File: config.mk
export PLATFORM = sky130hd
export DESIGN_NAME = bcd_adjust_unit
export DESIGN_NICKNAME = d
export VERILOG_FILES = /design/src/rtl/bcd_adj_pkg.sv /design/src/rtl/bcd_packed_adj.sv /design/src/rtl/bcd_unpacked_adj.sv /design/src/rtl/bcd_digit_conv.sv /design/src/rtl/bcd_adjust_unit.sv
export SDC_FILE = /design/constraint.sdc
export NUM_CORES = 1
export LEC_CHECK = 0
export ABC_AREA = 1
export ABC_CLOCK_PERIOD_IN_PS = 7200
export BUFFER_PORTS_ARGS = -buffer_cell sky130_fd_sc_hd__buf_4
export CAP_MARGIN = 40
export CORE_ASPECT_RATIO = 1.4
export CORE_MARGIN = 1
export CORE_UTILIZATION = 50
export DETAILED_ROUTE_END_ITERATION = 12
export HOLD_SLACK_MARGIN = 0.05
export PLACE_DENSITY_LB_ADDON = 0.08
export SLEW_MARGIN = 20
export SYNTH_ARGS = -nofsm -noshare
export SYNTH_HDL_FRONTEND = slang
export SYNTH_SLANG_ARGS = --single-unit
File: constraint.sdc
create_clock -name clk -period 7.2 [get_ports clk]
set_clock_uncertainty 0.15 [all_clocks]
set_input_delay 0.36 -clock clk [delete_from_list [all_inputs] [get_ports clk]]
set_output_delay 0.36 -clock clk [all_outputs]
set_load 0.005 [all_outputs]
File: src/rtl/bcd_adj_pkg.sv
package bcd_adj_pkg;
  localparam int BYTE_W = 8;
  localparam int WORD_W = 2 * BYTE_W;
  localparam int NIB_W  = 4;
  localparam int OP_W   = 3;

  typedef enum logic [OP_W-1:0] {
    ADJ_DEC_ADD = 3'd0,
    ADJ_DEC_SUB = 3'd1,
    ADJ_ASC_ADD = 3'd2,
    ADJ_ASC_SUB = 3'd3,
    ADJ_ASC_MUL = 3'd4,
    ADJ_ASC_DIV = 3'd5
  } adj_op_e;

  typedef struct packed {
    logic [WORD_W-1:0] ax;
    logic              cf;
    logic              af;
  } adj_res_t;
endpackage

File: src/rtl/bcd_packed_adj.sv
module bcd_packed_adj
  import bcd_adj_pkg::*;
(
  input  logic [BYTE_W-1:0] al_i,
  input  logic              cf_i,
  input  logic              af_i,
  input  logic              sub_i,
  output logic [BYTE_W-1:0] al_o,
  output logic              cf_o,
  output logic              af_o
);
  localparam logic [NIB_W-1:0]  DIGIT_MAX = NIB_W'(9);
  localparam logic [BYTE_W-1:0] PAIR_MAX  = {DIGIT_MAX, DIGIT_MAX};
  localparam logic [BYTE_W-1:0] LO_STEP   = BYTE_W'(6);
  localparam logic [BYTE_W-1:0] HI_STEP   = LO_STEP << NIB_W;

  logic              lo_fix, hi_fix;
  logic [BYTE_W-1:0] corr;

  always_comb begin
    lo_fix = (al_i[NIB_W-1:0] > DIGIT_MAX) || af_i;
    hi_fix = (al_i > PAIR_MAX) || cf_i;
    corr   = (lo_fix ? LO_STEP : '0) | (hi_fix ? HI_STEP : '0);
    al_o   = sub_i ? (al_i - corr) : (al_i + corr);
    cf_o   = hi_fix;
    af_o   = lo_fix;
  end
endmodule

File: src/rtl/bcd_unpacked_adj.sv
module bcd_unpacked_adj
  import bcd_adj_pkg::*;
(
  input  logic [BYTE_W-1:0] ah_i,
  input  logic [NIB_W-1:0]  lo_i,
  input  logic              af_i,
  input  logic              sub_i,
  output logic [WORD_W-1:0] ax_o,
  output logic              flag_o
);
  localparam logic [NIB_W-1:0] DIGIT_MAX = NIB_W'(9);
  localparam logic [NIB_W-1:0] STEP      = NIB_W'(6);

  logic              fix;
  logic [NIB_W-1:0]  lo_new;
  logic [BYTE_W-1:0] ah_new;

  always_comb begin
    fix    = (lo_i > DIGIT_MAX) || af_i;
    lo_new = sub_i ? (lo_i - STEP) : (lo_i + STEP);
    ah_new = sub_i ? (ah_i - BYTE_W'(1)) : (ah_i + BYTE_W'(1));
    if (fix) ax_o = {ah_new, {(BYTE_W-NIB_W){1'b0}}, lo_new};
    else     ax_o = {ah_i,   {(BYTE_W-NIB_W){1'b0}}, lo_i};
    flag_o = fix;
  end
endmodule

File: src/rtl/bcd_digit_conv.sv
module bcd_digit_conv
  import bcd_adj_pkg::*;
(
  input  logic [BYTE_W-1:0] ah_i,
  input  logic [BYTE_W-1:0] al_i,
  input  logic              split_i,
  output logic [WORD_W-1:0] ax_o
);
  localparam int                RADIX       = 10;
  localparam int                RECIP_SHIFT = 11;
  localparam int                RECIP       = ((1 << RECIP_SHIFT) + RADIX - 1) / RADIX;
  localparam int                PROD_W      = BYTE_W + 9;
  localparam logic [BYTE_W-1:0] RADIX_B     = BYTE_W'(RADIX);

  logic [PROD_W-1:0] prod;
  logic [BYTE_W-1:0] quo, rem, joined;

  always_comb begin
    prod   = PROD_W'(al_i) * PROD_W'(RECIP);
    quo    = BYTE_W'(prod >> RECIP_SHIFT);
    rem    = al_i - BYTE_W'(quo * RADIX_B);
    joined = BYTE_W'(ah_i * RADIX_B) + al_i;
    ax_o   = split_i ? {quo, rem} : {{BYTE_W{1'b0}}, joined};
  end
endmodule

File: src/rtl/bcd_adjust_unit.sv
module bcd_adjust_unit
  import bcd_adj_pkg::*;
(
  input  logic              clk,
  input  logic              rst_n,
  input  logic              in_valid,
  output logic              in_ready,
  input  logic [OP_W-1:0]   in_op,
  input  logic [WORD_W-1:0] in_ax,
  input  logic              in_cf,
  input  logic              in_af,
  output logic              out_valid,
  input  logic              out_ready,
  output logic [WORD_W-1:0] out_ax,
  output logic              out_cf,
  output logic              out_af
);
  logic [BYTE_W-1:0] pk_al;
  logic              pk_cf, pk_af;
  logic [WORD_W-1:0] up_ax, dc_ax;
  logic              up_flag;
  adj_res_t          res, res_q;
  logic              vld_q;

  bcd_packed_adj u_packed (
    .al_i (in_ax[BYTE_W-1:0]), .cf_i(in_cf), .af_i(in_af),
    .sub_i(in_op == ADJ_DEC_SUB),
    .al_o (pk_al), .cf_o(pk_cf), .af_o(pk_af)
  );

  bcd_unpacked_adj u_unpacked (
    .ah_i (in_ax[WORD_W-1:BYTE_W]), .lo_i(in_ax[NIB_W-1:0]), .af_i(in_af),
    .sub_i(in_op == ADJ_ASC_SUB),
    .ax_o (up_ax), .flag_o(up_flag)
  );

  bcd_digit_conv u_digits (
    .ah_i   (in_ax[WORD_W-1:BYTE_W]), .al_i(in_ax[BYTE_W-1:0]),
    .split_i(in_op == ADJ_ASC_MUL),
    .ax_o   (dc_ax)
  );

  always_comb begin
    res = '{ax: in_ax, cf: in_cf, af: in_af};
    case (in_op)
      ADJ_DEC_ADD, ADJ_DEC_SUB:
        res = '{ax: {in_ax[WORD_W-1:BYTE_W], pk_al}, cf: pk_cf, af: pk_af};
      ADJ_ASC_ADD, ADJ_ASC_SUB:
        res = '{ax: up_ax, cf: up_flag, af: up_flag};
      ADJ_ASC_MUL, ADJ_ASC_DIV:
        res = '{ax: dc_ax, cf: in_cf, af: in_af};
      default: ;
    endcase
  end

  assign in_ready = !vld_q || out_ready;

  always_ff @(posedge clk) begin
    if (!rst_n) begin
      vld_q <= 1'b0;
      res_q <= '0;
    end else if (in_valid && in_ready) begin
      vld_q <= 1'b1;
      res_q <= res;
    end else if (out_ready) begin
      vld_q <= 1'b0;
    end
  end

  assign out_valid = vld_q;
  assign out_ax    = res_q.ax;
  assign out_cf    = res_q.cf;
  assign out_af    = res_q.af;
endmodule

---- After elaboration in Yosys (flattened, before gate mapping) ----
Index checks and enable logic that the tools add are counted.
storage, ports and cells
  memory bits (read-only) ................. 0
  latch bits .............................. 0
  output and inout bits ................... 20
  register bits after elaboration ......... 19
  memories ................................ 0
  RAM bits ................................ 0
operators by class
  bitwise gates (word level) .............. 1
  multiplexer cells ....................... 10
  reductions and logical operators ........ 10
  $add $sub $neg .......................... 8
  div/mod/pow operators ................... 0
  $mul .................................... 3
  magnitude comparators ................... 2
  eq/ne operators ......................... 5
  shift operators ......................... 0
operators with widths
  kind                    number
  $pmux W18 S3            1
  $add A8 B8 Y8           2
  $mul A8 B8 Y16 const B  1
  $mux W16                1
  $mux W8                 2
  $sub A8 B8 Y8           2
  $mux W13                1
  $add A8 B1 Y8 const B   1
  $gt A8 B8 Y1 const B    1
  $mul A8 B3 Y7 const B   1
  $or A8 B8 Y8            1
  $sub A8 B1 Y8 const B   1
  $mul A5 B3 Y7 const B   1
  $mux W7                 1
  $eq A3 B2 Y1 const B    2
  $eq A3 B3 Y1 const B    2
  $reduce_or A2 Y1        3
  $add A4 B3 Y4 const B   1
  $gt A4 B4 Y1 const B    1
  $mux W4                 1
  $sub A4 B3 Y4 const B   1
  $eq A3 B1 Y1 const B    1
  $logic_not A3 Y1        1
  $logic_or A1 B1 Y1      3
  other kinds (5)         6

---- Depth between registers and ports, before layout ----
  depth after elaboration ................. 7
  depth in mapped cells ................... 36
  depth with buffers taken out ............ 36

---- By module ----
A second synthesis with hierarchy kept.
second synthesis, totals
  cell total of the unflattened synthesis .. 658
  area, all modules ....................... 4216.5 µm²
by module, submodules not included
  module            instances  cells an instance  area an instance (µm²)
  bcd_digit_conv    1          296                2082.0
  bcd_adjust_unit   1          188                1137.3
  bcd_unpacked_adj  1          93                 553.0
  bcd_packed_adj    1          81                 444.2

---- Least setup slack after synthesis ----
Ideal clock, no wire load.
  path type ............................... input to register
  from .................................... in in_ax[1]
  to ...................................... reg res_q (netlist bit out_ax[7])
  required time ........................... 6.928 ns
  stages on the path ...................... 31
  data arrival time ....................... 5.174 ns
  path slack .............................. 1.754 ns
  path buffers ............................ 0
  setup time .............................. 0.122 ns
  cell sequence ........................... ha_1 xor2_1 ha_1 fa_1 inv_1 fa_1 inv_1 ha_1 nand2_1 o21ai_0 nand2_1 nand3_1 xor2_1 ha_1 ha_1 inv_1 fa_1 nor2_1 a31oi_1 ha_1 nand2_1 nand2_1 a21oi_1 nand2b_1 nand2_1 inv_1 nand3_1 nand3_1 nand2_1 nand2_1 a21oi_2
between the ends
  longest elaborated chain between the ends .. 7
  elaborated cells between the ends (all ways) .. 16
  those cells by class .................... add/sub (4); mul (2); order compare (2); mux (5); bitwise (1); reduce/logical (2)
ends and longest elaborated chain
  what                                                                    RTL line               source
  from (decl)                                                             bcd_adjust_unit.sv:9   input logic [WORD_W-1:0] in_ax,
  parallel branches: the longest is 6 deep, another holds $mul A8 B8 Y16  --
  $pmux W18 S3 (*)                                                        bcd_adjust_unit.sv:45  case (in_op)
  to (signal assigned)                                                    bcd_adjust_unit.sv:64  res_q <= res;
  to (decl)                                                               bcd_adjust_unit.sv:22  adj_res_t res, res_q;
Every way passes the cells marked *.
A chain may end at the register's enable or synchronous reset.

---- Worst setup path after layout ----
Same ends and word-level chain as after synthesis.

==> impl_metrics.ini <==
[yosys]
yosys.area_share.simple = 0.2220
netlist_instances = 535
synth_fa_ha_area_frac = 0.3551
synth.area.mux_share = 0
syn-num-nets = 658
syn-cell-area_um2 = 3749
synthTopCellsByArea = ha_1, nand2_1, dfxtp_1, inv_1, fa_1
yosysUniqueCellTypes = 38
yosys.area.top_type = ha_1
synth_area_per_cell_um2 = 7.007
seq_area_frac_synth = 0.1015
synth_top_family_by_area = adder cells
synthXorXnorAreaFrac = 0.05340
ys.warnings.count = 0
synth_compound_area_frac = 0.1682
ys_ff_latch = 19
synth_top_area_share = 0.2804

[global_route]
grt_pass1_vias = 3502
grt_use_total = 0.2513
grt_busiest_layer = met2
use_met2 = 0.4562
grt_max_degree = 23
grt_util_met3 = 0.003876
grt_overflow = 0
gr-usage-met1 = 0.3049
grt_pass1_wl_um = 15530
antenna_found_initial = 0

[sta]
worst-slew-pin-transition_ns = 0.6505
rsz0062_at_grt = no
final.setup.worst_slack_ns = 1.345
slew_headroom = 0.5551
finalSetupViolCount = 0
setup-tns-final_ns = 0
period_share = 0.8133
period_minus_slack_ns = 5.855
hold_viol_final = 0
fmax_ghz = 0.1708
slew_viol_final = 0
whs_ns = 0.2492

[routing]
routedWlPerCell_um = 13.91
vias = 3592
drtAntennaViolNets = 0
via_per_inst = 5.321
drt-pass1-iter-count = 4
drc_errors = 0
totalWireLength_um = 9386
drtIter0Drc = 146

[critical_path]
end_kind = flop
max_stage_delay_ns = 0.55
cp.arrival_ns = 5.85
cp_data_required_time_ns = 7.19
cp-start-kind = primary input
crit_slowest_cell = fa_1
worstSetupPathType = in -> reg
cp_max_fo = 7

[placement]
preCtsSetupSlack_ns = 1.103
dp_cells = 671
gp_congestion = 0.9148
io_buffers = 44
hpwl_um = 8143

[power]
switching_share = 0.4967
p_per_area_nw_per_um2 = 183.0
switchingPower_w = 0.0003844
internal-power_w = 0.0003895
seqPwrFrac = 0.155
combPwrFrac = 0.750
p_total_w = 0.0007739
p_leak_nw = 2.375
p_clk_frac = 0.095
ir_worst_vdd_uv = 134.1

[outcome]
status = finished, final reports clean

[floorplan]
start_util = 0.5125
die_w_um = 75.18
io_pins = 45
die-area_um2 = 7853
dieHeight_um = 104.5
num_rows = 37
fp.coreArea_um2 = 7315

[clock_network]
clock-sinks = 19
cts_tree = done
cts_hold_buf = 0
postCtsSetupBuffers = 0
clockBufferDepth = 2
root_buffer = clkbuf_8
path_clk_slew_ns = 0.08
htree_levels = 1
clkLatencyLatePin_ns = 0.25
cts_inserted_buffers = 3
cts-resized-gates = 0

[cells_and_area]
instances_no_fill = 675
regArea_um2 = 380.4
diodes = 0
multi_input_area_um2 = 2994
drive_gt1_frac = 0.1211
area_delta_synth_final_pct = 12.78
final_nets = 702
num-fill-cells = 743

[job]
drv_cap = 0

[hold_path]
hold_class = in -> reg
stage by stage:
stage          utilization  instance area, um^2
2_1_floorplan            -                 3749
3_3_place_gp        0.5713                 4179
3_5_place_dp        0.5713                 4179
4_1_cts             0.5780                 4228
5_1_grt             0.5780                 4228
6_report            0.5780                 4228
logic make-up after synthesis:
kind of cell,count (synthesis)
AOI/OAI and AO/OA,109
xor gates and xnor gates,22
and+or+nand+nor,188
adders and majority gates,98
buffers and inverters,99
DFF,19
registers in the layout (all words and copies together), names as in the netlist:
register,flops
out_ax,16
out_af,1
out_cf,1
out_valid,1
placed cells by master, fill, tap and decap left out, types with 14 or more instances in the layout:
| cell | instances |
|---|---|
| nand3_1 | 25 |
| nor2_1 | 27 |
| o21ai_0 | 26 |
| dfxtp_1 | 19 |
| nand2_1 | 108 |
| a21oi_1 | 47 |
| inv_1 | 91 |
| ha_1 | 84 |
| buf_4 | 44 |
| fa_1 | 14 |
Yosys cell counts:
| library cell | number |
|---|---|
| a31oi_1 | 7 |
| o21ai_0 | 26 |
| dfxtp_1 | 19 |
| o311ai_0 | 2 |
| o22ai_1 | 1 |
| a2111oi_0 | 1 |
| buf_2 | 2 |
| nand2_2 | 4 |
| nand3_2 | 3 |
| fa_1 | 14 |
| o221ai_1 | 2 |
| nor2_8 | 1 |
| o21ai_1 | 2 |
| xor2_1 | 13 |
| a21oi_1 | 47 |
| or2_2 | 3 |
| xor2_2 | 1 |
| a21o_1 | 5 |
| nand4_1 | 5 |
| a211oi_1 | 1 |
| nand3_1 | 25 |
| nor3_1 | 2 |
| a21oi_2 | 1 |
| inv_1 | 91 |
| o21bai_1 | 2 |
| inv_2 | 3 |
| ha_1 | 84 |
| nor2_2 | 6 |
| nand3b_1 | 2 |
| nand2b_1 | 1 |
| nand2_1 | 108 |
| o211ai_1 | 10 |
| o2111ai_1 | 1 |
| xnor2_1 | 8 |
| a22o_1 | 1 |
| or2_0 | 1 |
| clkbuf_1 | 3 |
| nor2_1 | 27 |
worst max-delay path: cells and delay by family:
family,cells,cell delay [ns]
AO/OA/AOI/OAI,5,0.55
XOR/XNOR,1,0.28
adder cells (fa/ha/maj),9,3.16
buffers and inverters,6,0.56
AND/OR/NAND/NOR,11,0.92
metal layers:
layer	up-vias	wire length (um)
li1	1870	-
met1	1629	4012
met2	71	4864
met3	22	203
met4	0	306
met5	-	0
power by group through the flow:
stage	logic (W)	registers [W]	clock network (W)
3_3_place_gp	0.000566	0.000122	0
4_1_cts	0.000585	0.000120	0.0000761
2_1_floorplan	0.000422	0.000122	0
6_report	0.000580	0.000120	0.0000737
5_1_grt	0.000675	0.000121	0.0000822
3_5_place_dp	0.000579	0.000122	0
path summary, 6_finish.rpt:
kind / start / end / slack [ns] / depth (start not counted)
setup / recovery: in_ax[1] / out_ax[7]$_SDFFE_PN0P_ / 1.34 / 32
setup reg to reg: out_valid$_SDFFE_PN0P_ / out_ax[9]$_SDFFE_PN0P_ / 5.16 / 6
hold reg to reg: out_ax[5]$_SDFFE_PN0P_ / out_ax[5]$_SDFFE_PN0P_ / 0.32 / 2
hold / removal: out_ready / out_valid$_SDFFE_PN0P_ / 0.25 / 4
final cells by class:
class | instances | share of cell area
multi-input combinational | 417 | 0.7082
sequential | 19 | 0.08997
inverter | 94 | 0.08346
timing repair buffer | 44 | 0.07813
tap | 97 | 0.02871
clock buffer | 3 | 0.009766
clock inverter | 1 | 0.001776
Note: power is estimated with default switching activity, not from simulation.
